### config.mk
export PLATFORM = sky130hd
export DESIGN_NAME = paged_reg_access
export DESIGN_NICKNAME = d
export VERILOG_FILES = /design/src/rtl/pcsr_pkg.sv /design/src/rtl/pcsr_addr_compose.sv /design/src/rtl/pcsr_ctrl.sv /design/src/rtl/pcsr_bank.sv /design/src/rtl/pcsr_data.sv /design/src/rtl/paged_reg_access.sv
export SDC_FILE = /design/constraint.sdc
export NUM_CORES = 2
export LEC_CHECK = 0
export ABC_AREA = 1
export BUFFER_PORTS_ARGS = -buffer_cell sky130_fd_sc_hd__buf_2
export CAP_MARGIN = 15
export CELL_PAD_IN_SITES_DETAIL_PLACEMENT = 0
export CELL_PAD_IN_SITES_GLOBAL_PLACEMENT = 1
export CORE_MARGIN = 5
export CORE_UTILIZATION = 40
export CTS_CLUSTER_SIZE = 12
export DETAILED_ROUTE_END_ITERATION = 7
export PLACE_DENSITY = 0.75
export SYNTH_ARGS = -nofsm -noshare
export SYNTH_HDL_FRONTEND = slang
export SYNTH_HIERARCHICAL = 1
export SYNTH_SLANG_ARGS = --single-unit
### constraint.sdc
create_clock -name clk -period 3.05 [get_ports clk]
set_input_delay 0.1525 -clock clk [delete_from_list [all_inputs] [get_ports clk]]
set_output_delay 0.1525 -clock clk [all_outputs]
set_load 0.01 [all_outputs]
### src/rtl/pcsr_pkg.sv
package pcsr_pkg;

  localparam int LANES  = 4;
  localparam int DATA_W = 8 * LANES;

  // decoded request, handed from the control module to the datapath
  typedef struct packed {
    logic             go;
    logic             wrEn;
    logic             rdEn;
    logic             err;
    logic [LANES-1:0] byteEn;
    logic             hitCtrl;
    logic             hitLow;
    logic             hitHigh;
  } accessStrobes_t;

  function automatic logic [DATA_W-1:0] laneMask(input logic [LANES-1:0] be);
    logic [DATA_W-1:0] m;
    for (int k = 0; k < LANES; k++) m[8*k +: 8] = {8{be[k]}};
    return m;
  endfunction

endpackage

### src/rtl/pcsr_addr_compose.sv
module pcsr_addr_compose #(
  parameter int PORT_AW  = 12,
  parameter int LOW_BITS = 10,
  parameter int PAGE_W   = 6,
  parameter int FULL_AW  = 16,
  parameter int BOUNDARY = 'hC00
) (
  input  logic [PORT_AW-1:0]  accAddr,
  input  logic [PAGE_W-1:0]   pageSel,
  output logic [FULL_AW-1:0]  fullOff
);
  localparam logic [PORT_AW-1:0] BOUND_V = PORT_AW'(BOUNDARY);

  always_comb begin
    if (accAddr >= BOUND_V) fullOff = {pageSel, accAddr[LOW_BITS-1:0]};
    else                    fullOff = FULL_AW'(accAddr);
  end
endmodule

### src/rtl/pcsr_ctrl.sv
module pcsr_ctrl
  import pcsr_pkg::*;
#(
  parameter int PORT_AW    = 12,
  parameter int LOW_BITS   = 10,
  parameter int FULL_AW    = 16,
  parameter int IDX_W      = 4,
  parameter int BOUNDARY   = 'hC00,
  parameter int CTRL_OFF   = 'h808,
  parameter int LOW_WORDS  = 16,
  parameter int HIGH_WORDS = 16,
  parameter int HIGH_BASE  = 'h1C00
) (
  input  logic               clk,
  input  logic               rstN,
  input  logic               reqValid,
  input  logic               reqWrite,
  input  logic [PORT_AW-1:0] reqAddr,
  input  logic [2:0]         reqSize,
  input  logic [FULL_AW-1:0] fullOff,
  output accessStrobes_t     strb,
  output logic [IDX_W-1:0]   wordIdx
);
  localparam logic [PORT_AW-1:0] BOUND_V  = PORT_AW'(BOUNDARY);
  localparam logic [FULL_AW-1:0] CTRL_V   = FULL_AW'(CTRL_OFF);
  localparam logic [FULL_AW-1:0] LOW_END  = FULL_AW'(LOW_WORDS * 4);
  localparam logic [FULL_AW-1:0] HIGH_LO  = FULL_AW'(HIGH_BASE);
  localparam logic [FULL_AW-1:0] HIGH_END = FULL_AW'(HIGH_BASE + HIGH_WORDS * 4);

  logic               sizeOk;
  logic               misaligned;
  logic [LANES-1:0]   lanes;
  logic [FULL_AW-1:0] highRel;

  always_comb begin
    sizeOk     = 1'b0;
    misaligned = 1'b0;
    lanes      = '0;
    case (reqSize)
      3'd1: begin
        sizeOk = 1'b1;
        lanes  = 4'b0001 << reqAddr[1:0];
      end
      3'd2: begin
        sizeOk     = 1'b1;
        misaligned = reqAddr[0];
        lanes      = 4'b0011 << {reqAddr[1], 1'b0};
      end
      3'd4: begin
        sizeOk     = 1'b1;
        misaligned = |reqAddr[1:0];
        lanes      = 4'b1111;
      end
      default: ;
    endcase
  end

  assign highRel = fullOff - HIGH_LO;

  always_comb begin
    strb.go      = reqValid;
    strb.err     = reqValid & (~sizeOk | misaligned);
    strb.wrEn    = reqValid & reqWrite & ~strb.err;
    strb.rdEn    = reqValid & ~reqWrite & ~strb.err;
    strb.byteEn  = lanes;
    strb.hitCtrl = ({fullOff[FULL_AW-1:2], 2'b00} == CTRL_V);
    strb.hitLow  = (fullOff < LOW_END);
    strb.hitHigh = (fullOff >= HIGH_LO) && (fullOff < HIGH_END);
    wordIdx      = strb.hitHigh ? highRel[IDX_W+1:2] : fullOff[IDX_W+1:2];
  end


  direct_map_chk: assert property (@(posedge clk) disable iff (!rstN)
    (reqValid && reqAddr < BOUND_V) |-> fullOff == FULL_AW'(reqAddr));


  window_low_bits_chk: assert property (@(posedge clk) disable iff (!rstN)
    (reqValid && reqAddr >= BOUND_V) |-> fullOff[LOW_BITS-1:0] == reqAddr[LOW_BITS-1:0]);


  bad_size_reject_chk: assert property (@(posedge clk) disable iff (!rstN)
    (reqValid && !(reqSize inside {3'd1, 3'd2, 3'd4})) |-> strb.err);


  lane_count_chk: assert property (@(posedge clk) disable iff (!rstN)
    (strb.go && !strb.err) |-> $countones(strb.byteEn) == int'(reqSize));
endmodule

### src/rtl/pcsr_bank.sv
module pcsr_bank #(
  parameter int WORDS = 16,
  parameter int IDX_W = 4,
  parameter int DW    = 32
) (
  input  logic             clk,
  input  logic             rstN,
  input  logic             wrEn,
  input  logic [IDX_W-1:0] idx,
  input  logic [DW-1:0]    wrMask,
  input  logic [DW-1:0]    wrData,
  output logic [DW-1:0]    rdWord
);
  logic [DW-1:0] mem [WORDS];

  always_ff @(posedge clk or negedge rstN) begin
    if (!rstN) begin
      for (int i = 0; i < WORDS; i++) mem[i] <= '0;
    end else if (wrEn) begin
      for (int i = 0; i < WORDS; i++)
        if (idx == IDX_W'(i)) mem[i] <= (mem[i] & ~wrMask) | (wrData & wrMask);
    end
  end

  always_comb begin
    rdWord = '0;
    for (int i = 0; i < WORDS; i++)
      if (idx == IDX_W'(i)) rdWord = mem[i];
  end
endmodule

### src/rtl/pcsr_data.sv
module pcsr_data
  import pcsr_pkg::*;
#(
  parameter int PAGE_W     = 6,
  parameter int PAGE_LSB   = 13,
  parameter int EN_W       = 2,
  parameter int IDX_W      = 4,
  parameter int LOW_WORDS  = 16,
  parameter int HIGH_WORDS = 16
) (
  input  logic              clk,
  input  logic              rstN,
  input  accessStrobes_t    strb,
  input  logic [IDX_W-1:0]  wordIdx,
  input  logic [DATA_W-1:0] reqWdata,
  output logic [PAGE_W-1:0] pageSel,
  output logic              rspValid,
  output logic              rspErr,
  output logic [DATA_W-1:0] rspRdata
);
  localparam logic [DATA_W-1:0] PAGE_BITS = DATA_W'(((1 << PAGE_W) - 1) << PAGE_LSB);
  localparam logic [DATA_W-1:0] EN_BITS   = DATA_W'((1 << EN_W) - 1);
  localparam logic [DATA_W-1:0] KEEP_MASK = PAGE_BITS | EN_BITS;

  logic [DATA_W-1:0] ctrlReg;
  logic [DATA_W-1:0] wrMask;
  logic [DATA_W-1:0] bankRd [2];
  logic [1:0]        bankHit;
  logic [DATA_W-1:0] selWord;

  assign wrMask  = laneMask(strb.byteEn);
  assign bankHit = {strb.hitHigh, strb.hitLow};
  assign pageSel = ctrlReg[PAGE_LSB +: PAGE_W];

  always_ff @(posedge clk or negedge rstN) begin
    if (!rstN) ctrlReg <= '0;
    else if (strb.wrEn && strb.hitCtrl)
      ctrlReg <= ((ctrlReg & ~wrMask) | (reqWdata & wrMask)) & KEEP_MASK;
  end

  for (genvar b = 0; b < 2; b++) begin : g_bank
    localparam int WORDS = (b == 0) ? LOW_WORDS : HIGH_WORDS;
    pcsr_bank #(.WORDS(WORDS), .IDX_W(IDX_W), .DW(DATA_W)) i_bank (
      .clk    (clk),
      .rstN   (rstN),
      .wrEn   (strb.wrEn && bankHit[b]),
      .idx    (wordIdx),
      .wrMask (wrMask),
      .wrData (reqWdata),
      .rdWord (bankRd[b])
    );
  end

  always_comb begin
    if (strb.hitCtrl)      selWord = ctrlReg;
    else if (strb.hitLow)  selWord = bankRd[0];
    else if (strb.hitHigh) selWord = bankRd[1];
    else                   selWord = '0;
  end

  always_ff @(posedge clk or negedge rstN) begin
    if (!rstN) begin
      rspValid <= 1'b0;
      rspErr   <= 1'b0;
      rspRdata <= '0;
    end else begin
      rspValid <= strb.go;
      rspErr   <= strb.err;
      rspRdata <= strb.rdEn ? (selWord & wrMask) : '0;
    end
  end


  rsp_follows_req_chk: assert property (@(posedge clk) disable iff (!rstN)
    strb.go |=> rspValid);


  no_spurious_rsp_chk: assert property (@(posedge clk) disable iff (!rstN)
    !strb.go |=> !rspValid);


  err_data_zero_chk: assert property (@(posedge clk) disable iff (!rstN)
    rspErr |-> (rspValid && rspRdata == '0));


  reject_keeps_ctrl_chk: assert property (@(posedge clk) disable iff (!rstN)
    strb.err |=> $stable(ctrlReg));


  enable_hold_chk: assert property (@(posedge clk) disable iff (!rstN)
    (strb.wrEn && strb.hitCtrl && !strb.byteEn[0]) |=> $stable(ctrlReg[EN_W-1:0]));
endmodule

### src/rtl/paged_reg_access.sv
module paged_reg_access
  import pcsr_pkg::*;
#(
  parameter int PAGE_W     = 6,
  parameter int LOW_BITS   = 10,
  parameter int PAGE_LSB   = 13,
  parameter int EN_W       = 2,
  parameter int BOUNDARY   = 'hC00,
  parameter int CTRL_OFF   = 'h808,
  parameter int LOW_WORDS  = 16,
  parameter int HIGH_WORDS = 16,
  parameter int HIGH_BASE  = 'h1C00,
  localparam int PORT_AW   = LOW_BITS + 2
) (
  input  logic               clk,
  input  logic               rstN,
  input  logic               reqValid,
  input  logic               reqWrite,
  input  logic [PORT_AW-1:0] reqAddr,
  input  logic [2:0]         reqSize,
  input  logic [DATA_W-1:0]  reqWdata,
  output logic               rspValid,
  output logic               rspErr,
  output logic [DATA_W-1:0]  rspRdata
);
  localparam int FULL_AW = PAGE_W + LOW_BITS;
  localparam int IDX_W   = $clog2((LOW_WORDS > HIGH_WORDS) ? LOW_WORDS : HIGH_WORDS);

  logic [PAGE_W-1:0]  pageSel;
  logic [FULL_AW-1:0] fullOff;
  logic [IDX_W-1:0]   wordIdx;
  accessStrobes_t     strb;

  pcsr_addr_compose #(
    .PORT_AW(PORT_AW), .LOW_BITS(LOW_BITS), .PAGE_W(PAGE_W),
    .FULL_AW(FULL_AW), .BOUNDARY(BOUNDARY)
  ) i_compose (
    .accAddr (reqAddr),
    .pageSel (pageSel),
    .fullOff (fullOff)
  );

  pcsr_ctrl #(
    .PORT_AW(PORT_AW), .LOW_BITS(LOW_BITS), .FULL_AW(FULL_AW), .IDX_W(IDX_W),
    .BOUNDARY(BOUNDARY), .CTRL_OFF(CTRL_OFF), .LOW_WORDS(LOW_WORDS),
    .HIGH_WORDS(HIGH_WORDS), .HIGH_BASE(HIGH_BASE)
  ) i_ctrl (
    .clk      (clk),
    .rstN     (rstN),
    .reqValid (reqValid),
    .reqWrite (reqWrite),
    .reqAddr  (reqAddr),
    .reqSize  (reqSize),
    .fullOff  (fullOff),
    .strb     (strb),
    .wordIdx  (wordIdx)
  );

  pcsr_data #(
    .PAGE_W(PAGE_W), .PAGE_LSB(PAGE_LSB), .EN_W(EN_W), .IDX_W(IDX_W),
    .LOW_WORDS(LOW_WORDS), .HIGH_WORDS(HIGH_WORDS)
  ) i_data (
    .clk      (clk),
    .rstN     (rstN),
    .strb     (strb),
    .wordIdx  (wordIdx),
    .reqWdata (reqWdata),
    .pageSel  (pageSel),
    .rspValid (rspValid),
    .rspErr   (rspErr),
    .rspRdata (rspRdata)
  );


  err_only_with_valid_chk: assert property (@(posedge clk) disable iff (!rstN)
    rspErr |-> rspValid);
endmodule

==> flow_metrics.tcl <==
set metrics [dict create \
    run_status "finished clean" \
    pin_count 85 \
    via_per_inst 5.62 \
    irDropWorstVdd_mv 0.430 \
    max-cap-violations 0 \
    totalWireLength_um 173000 \
    final_max_slew_viol_count 0 \
    setup_violations 0 \
    finalCritPeriodShare_pct 92.6 \
    globalRoute.busiestLayer "met2" \
    die_x_um 366 \
    syn_nets 6410 \
    critPathMostFrequentCell "nand2_1" \
    cts-hold-fix-buffers 16 \
    crit_arrival_ps 3370 \
    postRouteAntennaNets 0 \
    first_pass_iters 6 \
    ys_warn_count 6 \
    drcViolationCount 0 \
    place_congestion 0.825 \
    cts_setup_buffers 0 \
    cp.required_ps 3600 \
    io_buffers 84 \
    syn-cell-area_um2 50700 \
    cts_tree "yes" \
    grt_pass1_vias 42700 \
    hold_slack_ps 67.2 \
    start_util_pct 40.3 \
    post_cts_resized 0 \
    post-place-ws_ps 197 \
    final_cell_count_no_fill 8074 \
    critical_path_buf_inv_count 5 \
    postSynthAreaPerCell_um2 7.97 \
    fin_skew_ps 48.0 \
    first_iter_violations 5037 \
    coreArea_um2 126000 \
    grt_use_met1_pct 37.5 \
    tightest_slew_ps 1050 \
    die_h_um 366 \
    fmax_mhz 354 \
    antenna_found_initial 3 \
    dp.cells 7832 \
    hold_viol_final 0 \
    via_count 45400 \
    crit_chain "inv_1 -> nor2_1 -> nor2_1 -> nand4_1 -> nor3_2 -> nand2_1 -> inv_1 -> inv_2 -> buf_4 -> nor2_4 -> buf_4 -> nand2_1 -> nand2_1 -> o21ai_0" \
    tns_ps 0 \
    syn_inst 6359 \
    timing.setup.critical_path_class "flop to flop" \
    clk_latency_ps 740 \
    grt_usage_pct 25.3 \
    drt-wirelength-per-cell_um 21.5 \
    hpwlAfterDp_um 111000 \
    cts_made_buffers 119 \
    ctsRootBufferMaster "clkbuf_16" \
    use_met3_pct 3.20 \
    grt_use_met2_pct 38.9 \
    rows 130 \
    clk_path_buf_depth 3 \
    grt_remaining_overflow 0 \
    grt_pass1_wl_um 268000 \
    rsz0062_at_grt "false" \
    layout.nets 6370 \
    cp_top_family "simple AND/OR/NAND/NOR gates" \
    power_density_nw_per_um2 532 \
    end_kind "flop" \
    critPathMaxFanout 21 \
    clock_sinks 1066 \
    syn_to_final_growth_pct 14.5 \
    hp-start "reqWdata[26]" \
    max-slew-margin-rel_pct 29.5 \
    p_leak_uw 0.0250 \
    crit_path_max_incr_delay_ps 410 \
    cp-start-kind "flop" \
    cts-htree-levels 3 \
    path_clk_slew_ps 60 \
    grt_max_degree 141 \
    drive_above_1_share_pct 10.2 \
    fin_ws_ps 227 \
    min_period_ps 2820 \
    hold_path.class "input pin to flop" \
    cp_slowest_cell "dfrtp_1" \
    die_area_um2 134000 \
]
==> final cells by class <==
type	instances	area [µm²]
well taps	1650	2060
multi-input cells	4490	21000
flip-flops and latches	1066	26700
diodes	3	7.51
inverters	325	1240
fillers	12200	67700
repair buffers	317	2980
clock buffers	184	3560
clock inverters	39	472
==> stage by stage <==
step / util, % / power, µW / cell area, µm²
after CTS: 46.1 / 31200 / 58000
after global routing: 46.1 / 31900 / 58000
after detailed placement: 42.8 / 16300 / 53800
after floorplan: - / 15300 / 50700
after global placement: 42.8 / 16400 / 53800
final: 46.2 / 30900 / 58000
==> tightest hold or removal path: cells and delay by family <==
kind	cells	cell delay, ps
AOI/OAI and AO/OA	1	210
buffers and inverters	2	370
==> final timing paths <==
| path | depth (start not counted) | slack [ps] | end |
|---|---|---|---|
| setup / recovery | 14 | 230 | flop |
| hold / removal | 3 | 70 | flop |
| setup reg to reg | 14 | 230 | flop |
| hold reg to reg | 2 | 480 | flop |
| max in group asynchronous | 4 | 690 | async pin |
| min in group asynchronous | 3 | 540 | async pin |
==> layer usage <==
layer  share of wire, %  vias up
met4                2.6        0
li1                   -    21300
met2                 45     1609
met1                 46    22300
met3                6.4      257
met5                  0        -
==> power by group <==
| part | switching, µW | leakage [µW] | internal (µW) |
|---|---|---|---|
| Sequential | 7.66 | 0.0149 | 14200 |
| Clock | 6100 | 0.00198 | 8690 |
| Combinational | 1570 | 0.00809 | 374 |
==> placed cells by master (no fill, tap or decap), types with 2 or more instances in the layout <==
master            n
or2_0            36
clkbuf_16       121
nand2_2           4
clkinv_8          3
nand4_1         165
nor3_4            2
or2_2            47
buf_12           61
a31oi_1         448
clkbuf_8         30
clkinvlp_4        4
nand3_2           2
nand3_4           2
clkinv_2         22
nand2_1        1941
clkbuf_1         33
buf_2            83
inv_2            24
nor3_1           28
nor2_1          271
dfrtp_1        1066
nor3_2            6
dlygate4sd3_1    16
a21oi_2          12
a21oi_1         537
clkinv_4          2
nand3_1         302
o21ai_0         470
bufinv_16         8
nor2_4           38
inv_1           296
buf_4           156
or2_1            14
nor2_2           22
diode_2           3
o21ai_1         139
No activity file was read; power rests on OpenSTA's default activity.
